### config.mk
export PLATFORM = sky130hd
export DESIGN_NAME = codec_cfg_seq
export DESIGN_NICKNAME = d
export VERILOG_FILES = /design/src/rtl/codec_cfg_pkg.sv /design/src/rtl/cfg_tick_gen.sv /design/src/rtl/cfg_frame_engine.sv /design/src/rtl/cfg_readback_buf.sv /design/src/rtl/codec_cfg_seq.sv
export SDC_FILE = /design/constraint.sdc
export NUM_CORES = 1
export LEC_CHECK = 0
export BUFFER_PORTS_ARGS = -buffer_cell sky130_fd_sc_hd__buf_2
export CAP_MARGIN = 20
export CORE_ASPECT_RATIO = 1.5
export CORE_MARGIN = 2
export CORE_UTILIZATION = 61
export CTS_CLUSTER_SIZE = 30
export DETAILED_ROUTE_END_ITERATION = 12
export PLACE_DENSITY = 0.8
export SYNTH_ARGS = -nofsm -noshare
export SYNTH_HDL_FRONTEND = slang
export SYNTH_SLANG_ARGS = --single-unit
### constraint.sdc
create_clock -name clk -period 3.6 [get_ports clk]
set_input_delay 0.72 -clock clk [delete_from_list [all_inputs] [get_ports clk]]
set_output_delay 0.72 -clock clk [all_outputs]
set_load 0.01 [all_outputs]
### src/rtl/codec_cfg_pkg.sv
`timescale 1ns/1ps
package codec_cfg_pkg;

   localparam int CMD_W    = 16;
   localparam int NUM_PRE  = 4;
   localparam int NUM_MAIN = 21;
   localparam int IDX_W    = $clog2(NUM_MAIN + 1);

   typedef logic [CMD_W-1:0] cmd_word_t;

   typedef enum logic [2:0] {
      S_IDLE,
      S_PRE,
      S_SETTLE,
      S_MAIN,
      S_DONE
   } seq_state_t;

   // Pack address, direction and data into one command word; bit 10 stays 0.
   function automatic cmd_word_t pack_cmd(input logic [3:0] addr,
                                          input logic       rd,
                                          input logic [9:0] data);
      return {addr, rd, 1'b0, data};
   endfunction

   // Command script: phase selects preamble (0) or main list (1).
   function automatic cmd_word_t script_word(input logic main_ph,
                                             input logic [IDX_W-1:0] idx);
      cmd_word_t w;
      w = '0;
      if (!main_ph) begin
         w = (idx < IDX_W'(2)) ? pack_cmd(4'h0, 1'b0, 10'h004)
                               : pack_cmd(4'hC, 1'b0, 10'h080);
      end else begin
         case (idx)
            5'd0, 5'd1:  w = pack_cmd(4'h0, 1'b0, 10'h000);
            5'd2:        w = pack_cmd(4'h1, 1'b0, 10'h000);
            5'd3, 5'd4, 5'd5, 5'd6, 5'd7, 5'd8:
                         w = pack_cmd(4'(idx - 5'd1), 1'b0, 10'h3FF);
            5'd9, 5'd10: w = pack_cmd(4'hC, 1'b0, 10'h000);
            5'd11:       w = pack_cmd(4'hE, 1'b0, 10'h000);
            5'd12, 5'd13: w = pack_cmd(4'hD, 1'b0, 10'h380);
            5'd14, 5'd15, 5'd16, 5'd17, 5'd18, 5'd19, 5'd20:
                         w = pack_cmd(4'(idx - 5'd6), 1'b1, 10'h000);
            default:     w = '0;
         endcase
      end
      return w;
   endfunction

endpackage

### src/rtl/cfg_tick_gen.sv
`timescale 1ns/1ps
module cfg_tick_gen #(
   parameter int unsigned HALF_DIV = 15
) (
   input  logic clk,
   input  logic rst,
   output logic tick
);

   generate
      if (HALF_DIV == 1) begin : g_every
         always_ff @(posedge clk) begin
            if (rst) tick <= 1'b0;
            else     tick <= 1'b1;
         end
      end else begin : g_count
         localparam int CW = $clog2(HALF_DIV);
         logic [CW-1:0] cnt;
         always_ff @(posedge clk) begin
            if (rst) begin
               cnt  <= '0;
               tick <= 1'b0;
            end else if (cnt == CW'(HALF_DIV - 1)) begin
               cnt  <= '0;
               tick <= 1'b1;
            end else begin
               cnt  <= cnt + CW'(1);
               tick <= 1'b0;
            end
         end
      end
   endgenerate

endmodule

### src/rtl/cfg_frame_engine.sv
`timescale 1ns/1ps
module cfg_frame_engine #(
   parameter int WORD_W    = 16,
   parameter int IDLE_BITS = 1
) (
   input  logic              clk,
   input  logic              rst,
   input  logic              tick,
   input  logic              go,
   input  logic [WORD_W-1:0] tx_word,
   output logic              ready,
   output logic              frame_done,
   output logic [WORD_W-1:0] rx_word,
   output logic              sclk,
   output logic              fs_n,
   output logic              mosi,
   input  logic              miso
);

   localparam int HALF_N = 2 * WORD_W;
   localparam int HW     = $clog2(HALF_N + 1);
   localparam int GAP_N  = 2 * IDLE_BITS;
   localparam int GW     = $clog2(GAP_N + 1);

   typedef enum logic [1:0] {E_IDLE, E_PEND, E_SHIFT, E_GAP} eng_state_t;

   eng_state_t        st;
   logic [HW-1:0]     half;
   logic [GW-1:0]     gap_cnt;
   logic [WORD_W-1:0] tx_sr;
   logic [WORD_W-1:0] rx_sr;

   always_ff @(posedge clk) begin
      if (rst) begin
         st         <= E_IDLE;
         half       <= '0;
         gap_cnt    <= '0;
         tx_sr      <= '0;
         rx_sr      <= '0;
         sclk       <= 1'b0;
         fs_n       <= 1'b1;
         mosi       <= 1'b0;
         frame_done <= 1'b0;
      end else begin
         frame_done <= 1'b0;
         case (st)
            E_IDLE: if (go) begin
               tx_sr <= tx_word;
               st    <= E_PEND;
            end
            E_PEND: if (tick) begin
               fs_n  <= 1'b0;
               sclk  <= 1'b0;
               mosi  <= tx_sr[WORD_W-1];
               tx_sr <= {tx_sr[WORD_W-2:0], 1'b0};
               half  <= '0;
               st    <= E_SHIFT;
            end
            E_SHIFT: if (tick) begin
               if (half == HW'(HALF_N - 1)) begin
                  fs_n       <= 1'b1;
                  sclk       <= 1'b0;
                  mosi       <= 1'b0;
                  frame_done <= 1'b1;
                  gap_cnt    <= '0;
                  st         <= E_GAP;
               end else if (!half[0]) begin
                  sclk  <= 1'b1;
                  rx_sr <= {rx_sr[WORD_W-2:0], miso};
                  half  <= half + HW'(1);
               end else begin
                  sclk  <= 1'b0;
                  mosi  <= tx_sr[WORD_W-1];
                  tx_sr <= {tx_sr[WORD_W-2:0], 1'b0};
                  half  <= half + HW'(1);
               end
            end
            E_GAP: if (tick) begin
               if (gap_cnt == GW'(GAP_N - 1)) st <= E_IDLE;
               else gap_cnt <= gap_cnt + GW'(1);
            end
            default: st <= E_IDLE;
         endcase
      end
   end

   assign ready   = (st == E_IDLE);
   assign rx_word = rx_sr;

endmodule

### src/rtl/cfg_readback_buf.sv
`timescale 1ns/1ps
module cfg_readback_buf #(
   parameter int DEPTH   = 21,
   parameter int WIDTH   = 16,
   parameter int AW      = 5,
   parameter bit REG_OUT = 1'b0
) (
   input  logic             clk,
   input  logic             rst,
   input  logic             we,
   input  logic [AW-1:0]    waddr,
   input  logic [WIDTH-1:0] wdata,
   input  logic [AW-1:0]    raddr,
   output logic [WIDTH-1:0] rdata
);

   logic [WIDTH-1:0] mem [DEPTH];
   logic [WIDTH-1:0] rd_comb;

   always_ff @(posedge clk) begin
      if (rst) begin
         for (int i = 0; i < DEPTH; i++) mem[i] <= '0;
      end else if (we && (waddr < AW'(DEPTH))) begin
         mem[waddr] <= wdata;
      end
   end

   always_comb rd_comb = (raddr < AW'(DEPTH)) ? mem[raddr] : '0;

   generate
      if (REG_OUT) begin : g_reg
         always_ff @(posedge clk) begin
            if (rst) rdata <= '0;
            else     rdata <= rd_comb;
         end
      end else begin : g_comb
         assign rdata = rd_comb;
      end
   endgenerate

endmodule

### src/rtl/codec_cfg_seq.sv
`timescale 1ns/1ps
module codec_cfg_seq import codec_cfg_pkg::*; #(
   parameter int unsigned HALF_DIV      = 15,
   parameter int unsigned SETTLE_CYCLES = 30_000_000,
   parameter int unsigned IDLE_BITS     = 1,
   parameter bit          RD_REGISTERED = 1'b0
) (
   input  logic              clk,
   input  logic              rst,
   input  logic              start,
   output logic              busy,
   output logic              done,
   output logic              sclk,
   output logic              fs_n,
   output logic              mosi,
   input  logic              miso,
   input  logic [IDX_W-1:0]  rd_addr,
   output logic [CMD_W-1:0]  rd_data
);

   localparam int SW = $clog2(SETTLE_CYCLES + 1);

   generate
      if (HALF_DIV < 1)      begin : g_bad_div    $error("HALF_DIV must be >= 1");      end
      if (SETTLE_CYCLES < 1) begin : g_bad_settle $error("SETTLE_CYCLES must be >= 1"); end
      if (IDLE_BITS < 1)     begin : g_bad_idle   $error("IDLE_BITS must be >= 1");     end
   endgenerate

   seq_state_t       st;
   logic [IDX_W-1:0] idx;
   logic [SW-1:0]    settle_cnt;
   logic             inflight;
   logic             tick;
   logic             frm_go, frm_ready, frm_done;
   cmd_word_t        frm_rx, frm_tx;
   logic             sending;

   cfg_tick_gen #(.HALF_DIV(HALF_DIV)) u_tick (
      .clk(clk), .rst(rst), .tick(tick)
   );

   cfg_frame_engine #(.WORD_W(CMD_W), .IDLE_BITS(int'(IDLE_BITS))) u_eng (
      .clk(clk), .rst(rst), .tick(tick), .go(frm_go), .tx_word(frm_tx),
      .ready(frm_ready), .frame_done(frm_done), .rx_word(frm_rx),
      .sclk(sclk), .fs_n(fs_n), .mosi(mosi), .miso(miso)
   );

   cfg_readback_buf #(.DEPTH(NUM_MAIN), .WIDTH(CMD_W), .AW(IDX_W),
                      .REG_OUT(RD_REGISTERED)) u_buf (
      .clk(clk), .rst(rst), .we(frm_done && (st == S_MAIN)), .waddr(idx),
      .wdata(frm_rx), .raddr(rd_addr), .rdata(rd_data)
   );

   assign sending = (st == S_PRE) || (st == S_MAIN);
   assign frm_go  = sending && frm_ready && !inflight;
   assign frm_tx  = script_word(st == S_MAIN, idx);

   always_ff @(posedge clk) begin
      if (rst) begin
         st         <= S_IDLE;
         idx        <= '0;
         settle_cnt <= '0;
         inflight   <= 1'b0;
      end else begin
         case (st)
            S_IDLE, S_DONE: if (start) begin
               st       <= S_PRE;
               idx      <= '0;
               inflight <= 1'b0;
            end
            S_PRE, S_MAIN: begin
               if (frm_done) begin
                  inflight <= 1'b0;
                  if (st == S_PRE && idx == IDX_W'(NUM_PRE - 1)) begin
                     st         <= S_SETTLE;
                     idx        <= '0;
                     settle_cnt <= '0;
                  end else if (st == S_MAIN && idx == IDX_W'(NUM_MAIN - 1)) begin
                     st <= S_DONE;
                  end else begin
                     idx <= idx + IDX_W'(1);
                  end
               end else if (frm_go) begin
                  inflight <= 1'b1;
               end
            end
            S_SETTLE: begin
               if (settle_cnt == SW'(SETTLE_CYCLES - 1)) st <= S_MAIN;
               else settle_cnt <= settle_cnt + SW'(1);
            end
            default: st <= S_IDLE;
         endcase
      end
   end

   assign busy = (st == S_PRE) || (st == S_SETTLE) || (st == S_MAIN);
   assign done = (st == S_DONE);

endmodule

==> summary.md <==
| Metric | Value |
|---|---|
| Resized cells post-CTS | 0 |
| Main synth FF type | edfxtp_1 |
| Switching Share | 0.2486 |
| Reg2reg end | u_buf.mem[20][10] |
| Cell at the slowest stage of the critical path | mux4_2 |
| Number of synthesized flops with an enable pin | approximately 340 |
| Comb pwr share | 0.118 |
| Pint | 8.382 mW |
| Switching power | 2.773 mW |
| Die area | roughly 34000 µm² |
| Worst hold path endpoint | u_eng.rx_word[0] |
| Max-slew violation count | 0 |
| Layout cells sized above 1 | 0.1441 |
| Die Height | about 220 µm |
| Post-synth top area cell | edfxtp_1 |
| Post-DRT Antenna Nets | 0 |
| Top cells by area, synth | edfxtp_1 (51%), dfxtp_1 (8.6%), and2_1 (7.2%), mux4_2 (6.4%), and3_1 (3.8%) |
| P&R area growth vs syn | 9.780% |
| FFs w/ async S/R, synth | 0 |
| Relative slew margins | 0.3062 |
| CP Cell Sequence | clkbuf_8, buf_12, mux4_2, o22ai_1, a211oi_1, buf_2 |
| Root buffer cell | clkbuf_16 |
| Worst R2R Start | st[0] |
| Largest net degree at the start of global routing | 50 |
| Dpl hpwl | 32870 µm |
| Die width | around 150 µm |
| Worst Tran Pin Value | 1.037 ns |
| Register clock-pin slew on the reported worst setup and hold paths | ~0.060 ns |
| Hold Path Class | in -> reg |
| Setup WS post-layout | 0.1730 ns |
| Fillers | 2199 |
| Initial core utilization | 0.6210 |
| CP required | 2.88 ns |
| Clk buf depth | 3 |
| Period Utilization, post-route | 0.9519 |
| Nets | roughly 1.6k |
| GP Congestion | approximately 0.97 |
| Worst Path Arrival | approximately 2.7 ns |
| Cts bufs inserted | 39 |
| Post-CTS setup buffers | 0 |
| Vias in the first global route | 13.68k |
| Setup crit start kind | input port |
| Cts hold-fix bufs | 0 |
| Cells after Synth | roughly 1.6k |
| FF-to-FF setup slack | 0.50 ns |
| Fmax | about 290 MHz |
| Hold_sp | miso |
| WL/cell | about 25 µm |
| RSZ-0062 raised after global routing | no |
| Netlist cell types | between 60 and 70 |
| Clock power frac | 0.374 |
| Worst slack, placed | roughly 0.086 ns |
| Sink Count | approximately 420 |
| Max-cap violations | 0 |
| Hold Vio Cnt, Final | 0 |
| Rows | 80 |
| Worst-path fanout max | 40 |
| Total power | 11.15 mW |
| H-tree depth | 2 |
| Kind of critical path | in -> out |
| Clock Latency Late Sink | roughly 0.56 ns |
| I/O pin count | 30 |
| Top-count cell post-synth | edfxtp_1 |
| Pleak | around 7.9 nW |
| Ys Warns | 0 |
| Crit. End Element | output pin |
| DR pass1 iterations | 5 |
| Final WL | about 50000 µm |
| Syn Area/Cell | about 12 µm² |
| Sequential share of power | 0.508 |
| Synth cell count leaders | edfxtp_1 (336), and2_1 (228), and3_1 (119) |
| Total grt overflow | 0 |
| Vias per cell | between 6 and 7 |
| Biggest cell delay along the critical path | a little under 0.6 ns |
| Via Count | about 13k |
| Global-route wire length before repair | 77780 µm |
| Power Dens Cells | approximately 510 nW/µm² |
| Worst-case clock skew | about 0.025 ns |
| Initial antenna violation count | 0 |
| Setup TNS | 0 ns |
| Status | finished, final reports clean |
| Drt initial violations | 1321 |
| Peak supply drop | between 0.3 and 0.4 mV |
| Post-layout min period | 3.427 ns |
| Synthesized cell area | 19770 µm² |
| GRT Resource Usage Total | 0.3069 |
| FF+latch count, synth | about 420 |
| IO buf count | 29 |
| Placeable Area | between 30000 and 40000 µm² |
| Final setup viols | 0 |
| Buffers & Inverters on Critical Path | 3 |
| Worst Hold Path Cells | 3 |
| Synth Net Count | about 1.6k |
| Top Family by Delay on Critical Path | buffers and inverters |
| Post-synth top area share | 0.5105 |
| CTS tree | yes |
| R2r worst-path depth | 5 |
| DRC | 0 |
| Post-synthesis sequential area ratio | 0.5966 |
## cell type report
cell class / instances / area, µm² / share of cell area
Sequential cell: 421 / 11790 / 0.5434
Antenna cell: 1 / 2.502 / 0.0001153
Inverter: 21 / 78.83 / 0.003633
Clock buffer: 49 / 1080 / 0.04976
Multi-Input combinational cell: 1016 / 7376 / 0.3399
Timing Repair Buffer: 92 / 664.4 / 0.03062
Clock inverter: 18 / 192.7 / 0.008880
Tap cell: 410 / 513.0 / 0.02364
## routing by layer
metal | GRT usage | share of wire
met1 | 0.3572 | 0.35
met2 | 0.5396 | 0.52
met3 | 0.05112 | 0.073
met4 | 0.1622 | 0.052
met5 | 0 | 0
## sequential cells by signal, summed over array words and instances (netlist names), 2 cells and up
name                flops
u_eng.st                2
u_eng.half              6
settle_cnt             25
u_eng.tx_sr            16
u_tick.g_count.cnt      4
u_eng.gap_cnt           2
u_buf.mem             336
idx                     5
st                      3
u_eng.rx_word          16
## worst max path at each step
stage | end | cells after the start | slack (ns) | from
5_1_grt | rd_data[7] | 6 | 0.09 | rd_addr[0]
6_report | rd_data[7] | 6 | 0.17 | rd_addr[0]
3_5_place_dp | rd_data[7] | 6 | 0.09 | rd_addr[0]
3_3_place_gp | rd_data[14] | 6 | 0.17 | rd_addr[0]
2_1_floorplan | rd_data[11] | 7 | 0.47 | rd_addr[0]
4_1_cts | rd_data[7] | 6 | 0.12 | rd_addr[0]
## stage by stage
| step | std cells | hold slack, ns | util | instance area (µm²) |
|---|---|---|---|---|
| 2_1_floorplan | 1597 | 0.4359 | - | 19770 |
| 3_3_place_gp | 1956 | 0.4443 | 0.6405 | 20390 |
| 3_5_place_dp | 1957 | 0.4533 | 0.6407 | 20390 |
| 4_1_cts | 2024 | 0.4244 | 0.6807 | 21670 |
| 5_1_grt | 2027 | 0.4616 | 0.6816 | 21700 |
| 6_report | 2028 | 0.4388 | 0.6817 | 21700 |
## layout by cell type (no fill, tap or decap), types with 8 or more instances in the layout
master / Yosys / final
a211oi_1: 11 / 10
a21oi_1: 52 / 52
a221oi_1: 9 / 9
and2_1: 228 / 228
and3_1: 119 / 119
buf_2: 11 / 28
buf_4: 1 / 60
clkbuf_16: 0 / 41
dfxtp_1: 85 / 85
edfxtp_1: 336 / 336
ha_1: 18 / 18
inv_1: 20 / 20
mux2i_1: 71 / 71
mux4_2: 56 / 56
nand2_1: 98 / 98
nand3_1: 13 / 13
nand4_1: 8 / 8
nor2_1: 73 / 73
nor3_1: 18 / 15
nor4_1: 10 / 10
o21a_1: 10 / 10
o21ai_0: 55 / 40
o21ai_1: 0 / 14
o221ai_1: 18 / 18
o22ai_1: 33 / 33
or3_1: 8 / 8
xnor2_1: 10 / 10
## cell families (layout without fill, tap and decap cells)
group           Yosys count  in the layout  share of synthesized area
xor+xnor                 15             15                   0.006647
flops                   421            421                     0.5966
simple gates            632            632                     0.1821
compound gates          224            224                    0.07210
fa+ha+maj                18             18                    0.01139
mux                     127            127                    0.09977
other cells               0              1                          0
buf+inv                 160            180                    0.03146
## worst min-delay path, cell delays in order
cell	delay, ns
buf_2	0.09
mux2i_1	0.06
nor2_1	0.07
## power groups by stage
stage          clock (mW)  combinational, mW  sequential (mW)
2_1_floorplan           0              0.914             5.71
3_3_place_gp            0               1.27             5.74
3_5_place_dp            0               1.30             5.77
4_1_cts              4.20               1.30             5.66
5_1_grt              4.38               1.43             5.69
6_report             4.17               1.32             5.67
(Power assumes the default switching activity.)
